==> config.mk <==
export PLATFORM = sky130hd
export DESIGN_NAME = wdog_timer
export DESIGN_NICKNAME = d
export VERILOG_FILES = /design/src/rtl/wdog_timer.sv
export SDC_FILE = /design/constraint.sdc
export NUM_CORES = 1
export LEC_CHECK = 0
export ABC_AREA = 1
export BUFFER_PORTS_ARGS = -buffer_cell sky130_fd_sc_hd__buf_2
export CAP_MARGIN = 20
export CORE_ASPECT_RATIO = 1.2
export CORE_MARGIN = 3
export CORE_UTILIZATION = 38
export DETAILED_ROUTE_END_ITERATION = 8
export SLEW_MARGIN = 25
export SYNTH_ARGS = -nofsm -noshare
export SYNTH_HDL_FRONTEND = slang
export SYNTH_SLANG_ARGS = --single-unit
==> constraint.sdc <==
create_clock -name clk -period 3.66 [get_ports clk]
set_input_delay 0.183 -clock clk [delete_from_list [all_inputs] [get_ports clk]]
set_output_delay 0.183 -clock clk [all_outputs]
set_load 0.01 [all_outputs]
==> src/rtl/wdog_timer.sv <==
module wdog_timer #(
  parameter int PRESCALE = 128,
  parameter int CNT_W    = 12,
  parameter int GAP_MIN  = 3,
  parameter logic [7:0] KEY = 8'hA5
) (
  input  logic        clk,
  input  logic        rst_n,
  input  logic        slow_tick,
  input  logic        dbg_halt,
  input  logic        idle_halt,
  input  logic        bus_sel,
  input  logic        bus_wr,
  input  logic [1:0]  bus_addr,
  input  logic [31:0] bus_wdata,
  output logic [31:0] bus_rdata,
  output logic        irq,
  output logic        rst_req
);
  localparam int PRE_W = $clog2(PRESCALE);
  localparam int GAP_W = $clog2(GAP_MIN + 1);
  localparam logic [PRE_W-1:0] PRE_LAST = PRE_W'(PRESCALE - 1);
  localparam logic [GAP_W-1:0] GAP_FULL = GAP_W'(GAP_MIN);

  logic [CNT_W-1:0] reload_q, window_q, cnt_q;
  logic             fien_q, rsten_q, dis_q, dbgh_q, idleh_q;
  logic [PRE_W-1:0] pre_q;
  logic [GAP_W-1:0] gap_q;
  logic             unf_q, err_q, rst_q;

  wire en       = !dis_q;
  wire wr_ctrl  = bus_sel && bus_wr && bus_addr == 2'd0;
  wire wr_mode  = bus_sel && bus_wr && bus_addr == 2'd1;
  wire rd_stat  = bus_sel && !bus_wr && bus_addr == 2'd2;
  wire gap_ok   = gap_q == GAP_FULL;
  wire acc_ctrl = wr_ctrl && gap_ok;
  wire acc_mode = wr_mode && gap_ok;

  wire cmd_ok   = bus_wdata[31:24] == KEY && bus_wdata[0] && bus_wdata[23:1] == 23'd0;
  wire kick     = acc_ctrl && cmd_ok && en;
  wire early    = kick && (cnt_q > window_q);
  wire good     = kick && !early;

  wire new_en   = !bus_wdata[15];
  wire mode_ld  = acc_mode && (en || new_en);
  wire halted   = (dbg_halt && dbgh_q) || (idle_halt && idleh_q);
  wire run      = en && slow_tick && !halted;
  wire step     = run && pre_q == PRE_LAST;
  wire underflw = step && cnt_q == '0 && !acc_mode && !good;

  always_ff @(posedge clk or negedge rst_n) begin
    if (!rst_n) begin
      reload_q <= '1;
      window_q <= '1;
      fien_q   <= 1'b0;
      rsten_q  <= 1'b0;
      dis_q    <= 1'b1;
      dbgh_q   <= 1'b0;
      idleh_q  <= 1'b0;
    end else if (acc_mode) begin
      fien_q  <= bus_wdata[12];
      rsten_q <= bus_wdata[13];
      dis_q   <= bus_wdata[15];
      dbgh_q  <= bus_wdata[28];
      idleh_q <= bus_wdata[29];
      if (en) begin
        reload_q <= bus_wdata[CNT_W-1:0];
        window_q <= bus_wdata[16 +: CNT_W];
      end
    end
  end

  always_ff @(posedge clk or negedge rst_n) begin
    if (!rst_n) begin
      cnt_q <= '1;
      pre_q <= '0;
    end else if (mode_ld) begin
      cnt_q <= en ? bus_wdata[CNT_W-1:0] : reload_q;
      pre_q <= '0;
    end else if (good) begin
      cnt_q <= reload_q;
      pre_q <= '0;
    end else if (run) begin
      pre_q <= (pre_q == PRE_LAST) ? '0 : pre_q + 1'b1;
      if (step)
        cnt_q <= (cnt_q == '0) ? reload_q : cnt_q - 1'b1;
    end
  end

  always_ff @(posedge clk or negedge rst_n) begin
    if (!rst_n)
      gap_q <= GAP_FULL;
    else if (acc_ctrl || acc_mode)
      gap_q <= '0;
    else if (slow_tick && !gap_ok)
      gap_q <= gap_q + 1'b1;
  end

  always_ff @(posedge clk or negedge rst_n) begin
    if (!rst_n) begin
      unf_q <= 1'b0;
      err_q <= 1'b0;
      rst_q <= 1'b0;
    end else begin
      unf_q <= underflw || (unf_q && !rd_stat);
      err_q <= early || (err_q && !rd_stat);
      rst_q <= rsten_q && (underflw || early);
    end
  end

  always_comb begin
    bus_rdata = '0;
    if (bus_sel && !bus_wr) begin
      case (bus_addr)
        2'd1: begin
          bus_rdata[CNT_W-1:0]    = reload_q;
          bus_rdata[16 +: CNT_W]  = window_q;
          bus_rdata[12]           = fien_q;
          bus_rdata[13]           = rsten_q;
          bus_rdata[15]           = dis_q;
          bus_rdata[28]           = dbgh_q;
          bus_rdata[29]           = idleh_q;
        end
        2'd2: bus_rdata[1:0] = {err_q, unf_q};
        default: bus_rdata = '0;
      endcase
    end
  end

  assign irq     = fien_q && (unf_q || err_q);
  assign rst_req = rst_q;
endmodule

==> results by group <==
Outcome
  – Status: finished clean

Route
  – Drt via density: 4.84
  – Max Used Layer: met4
  – Met2 Routed Length: 4740 µm
  – WL met3: 359 µm
  – Routed length on met1: 4400 µm
  – Routed wire length: 9660 µm
  – Iteration-0 DRC Markers: 295
  – DR WL/cell: 13.5 µm
  – DRC errors left: 0
  – Routed vias: 3457
  – Final ANT Viol Nets: 0
  – First-pass detailed-route iteration total: 5

Synth
  – Synth cell types: 34
  – Complex-gate fraction of the synthesized area: 8.89%
  – Largest family of logic cells by synthesized area: simple AND/OR/NAND/NOR gates
  – Post-Syn Instances: 531
  – Ys Warns: 0
  – Multiplexer share of the synthesized area: 1.15%
  – Xor/xnor share of the synthesized area: 2.84%
  – Syn avg cell area: 6.97 µm²
  – Post-Synth Simple-Gate Area: 31.7%
  – Sequential share of the synthesized area: 37.2%
  – Share of synthesized cell area in full adder, half adder and majority cells: 6.43%
  – Synth Register Bits: 53
  – Post-Syn Area: 3700 µm²

STA
  – Tmin final: 2.77 ns
  – Fmax: 0.361 GHz
  – Skew final: 0.00850 ns
  – RSZ-0062 raised after global routing: false
  – Final Cycle Share: 75.7%
  – Final Hold Vio Count: 0
  – Actual slew at the worst max-slew pin: 0.832 ns
  – Count of pins over their slew limit: 0
  – Slew HR: 44.4%
  – Post-route setup TNS: 0 ns
  – Final setup violating endpoints: 0

Clock tree
  – Clk Latency, worst-skew pair: 0.32 ns
  – TritonCTS buffer count: 5
  – Post-CTS Setup Inserts: 0
  – H-tree depth: 2
  – CTS Buffer Depth: 2
  – Post-cts resize count: 0
  – Worst-path clk slew: 0.09 ns
  – Clk sinks: 53
  – Clock Tree Root: clkbuf_8
  – CTS tree: yes
  – Cts hold-fix bufs: 0

Power
  – Power per cell area: 632 nW/µm²
  – Worst vdd ir: 0.000249 V
  – Power Total: 2660 µW
  – Leakage: 0.00226 µW

Cells and area
  – Commonest non-fill, non-tap cell in the layout: nand2_1
  – Post-layout nets: 653
  – Ratio of cells with drive above 1 in the final layout: 22.6%
  – Most frequent cells in the layout: nand2_1, inv_1, nor2_1
  – ANT cells: 0
  – Layout area overhead: 14.0%

Global route
  – Initial antenna violation count: 0
  – Vias in the first global route: 3364
  – Global route total overflow: 0
  – Overall Global Routing Usage: 19.2%
  – Largest net degree at the start of global routing: 44
  – First-pass GRT wire length: 16600 µm

Floorplan
  – DIE AREA: 11000 µm²
  – FP Rows: 38
  – IO Pins: 75
  – Chip height: 114 µm
  – Core area: 9270 µm²
  – Die width: 96.1 µm
  – Initial Util: 39.9%

Job
  – Total of max-cap violations: 0

Placed design
  – Port Buffers: 71
  – GP Congestion: 0.841
  – Dpl hpwl: 7530 µm

Critical path
  – Worst Path Max Fanout: 23
  – Critical Path AT: 3.02 ns
  – WP data required: 3.91 ns
  – Crit end category: register
  – CP cell instances: ha_1 -> inv_1 -> nor2_1 -> nand2_1 -> inv_2 -> a21oi_4 -> nand3_4 -> nand2_1 -> inv_1 -> a21oi_1
  – CP Class: register to register
  – Slowest cell on crit path: a21oi_4
  – Worst setup SP type: register
  – Max incr delay on CP: 0.58 ns

Hold path
  – Hold Path Class: input pin to register
## critical path: cells and delay by family (launching register included)
kind | cells | cell delay, ns
flops | 1 | 0.38
simple gates | 4 | 1.00
compound gates | 2 | 0.71
fa+ha+maj | 1 | 0.18
buf+inv | 3 | 0.41
## metal layers
layer / track usage [%] / vias up
li1: - / 1773
met1: 25.7 / 1592
met2: 32.0 / 80
met3: 2.37 / 12
met4: 5.88 / 0
met5: 0 / -
## area by class of cell
cell class              count  area [µm²]
clock buffers               8        90.1
fillers                   993        5050
inverters                  85         319
multi-input cells         374        1900
flip-flops and latches     53        1380
well taps                 120         150
repair buffers             74         383
## power breakdown
group          internal [µW]  leakage, µW  switching [µW]
Sequential               909     0.000587             209
Combinational            477      0.00163             711
Clock                    155    0.0000455             201
## state kept, by name (all words and copies together) (netlist names)
register,count
cnt_q,12
reload_q,12
window_q,12
pre_q,7
gap_q,2
dbgh_q,1
dis_q,1
err_q,1
fien_q,1
idleh_q,1
rst_req,1
rsten_q,1
unf_q,1
## stage by stage
stage | std cells | utilization, % | area, µm² | hold slack [ns] | worst slack [ns]
final | 714 | 45.5 | 4220 | 0.0833 | 0.889
after global routing | 714 | 45.5 | 4220 | 0.0929 | 0.518
after CTS | 713 | 45.3 | 4200 | 0.0502 | 0.826
after detailed placement | 705 | 44.4 | 4110 | 0.401 | 0.842
after global placement | 705 | 44.4 | 4110 | 0.402 | 0.881
after floorplan | 533 | - | 3710 | -0.113 | 1.73
## cells by family after synthesis
kind of cell | count (synthesis)
xor gates and xnor gates | 12
adders and majority gates | 19
other | 1
buffers and inverters | 106
DFF | 53
AOI/OAI and AO/OA | 62
and+or+nand+nor | 274
muxes | 4
## path summary, 6_finish.rpt
check,from,end,slack [ns],cells past startpoint
worst max-delay path,gap_q[0]$_DFFE_PN1P_,cnt_q[1]$_DFFE_PN1P_,0.89,10
worst min-delay path,bus_wdata[13],rsten_q$_DFFE_PN0P_,0.08,3
worst max register to register,gap_q[0]$_DFFE_PN1P_,cnt_q[1]$_DFFE_PN1P_,0.89,10
worst min register to register,gap_q[0]$_DFFE_PN1P_,gap_q[0]$_DFFE_PN1P_,0.49,1
max in group asynchronous,rst_n,window_q[1]$_DFFE_PN1P_,2.60,3
min in group asynchronous,rst_n,pre_q[6]$_DFFE_PN0P_,0.38,2
## cells in the mapped netlist, drive strengths merged
master  number  area [µm²]
ha          19         238
mux2         2        22.5
nor3         1        5.00
o21bai       1        7.51
xor2         7        61.3
inv         84         315
a21oi       15        86.3
xnor2        5        43.8
clkbuf      10        37.5
nor2        75         297
nand4       13        96.3
or3          1        6.26
dfstp       39        1020
o21ai       43         215
dfrtp       14         350
conb         1        3.75
mux2i        2        20.0
nand3       41         223
o22ai        2        12.5
buf         11        76.3
nand2      143         547
a21o         1        7.51
clkinv       1        3.75
No activity file was read; power rests on OpenSTA's default activity.
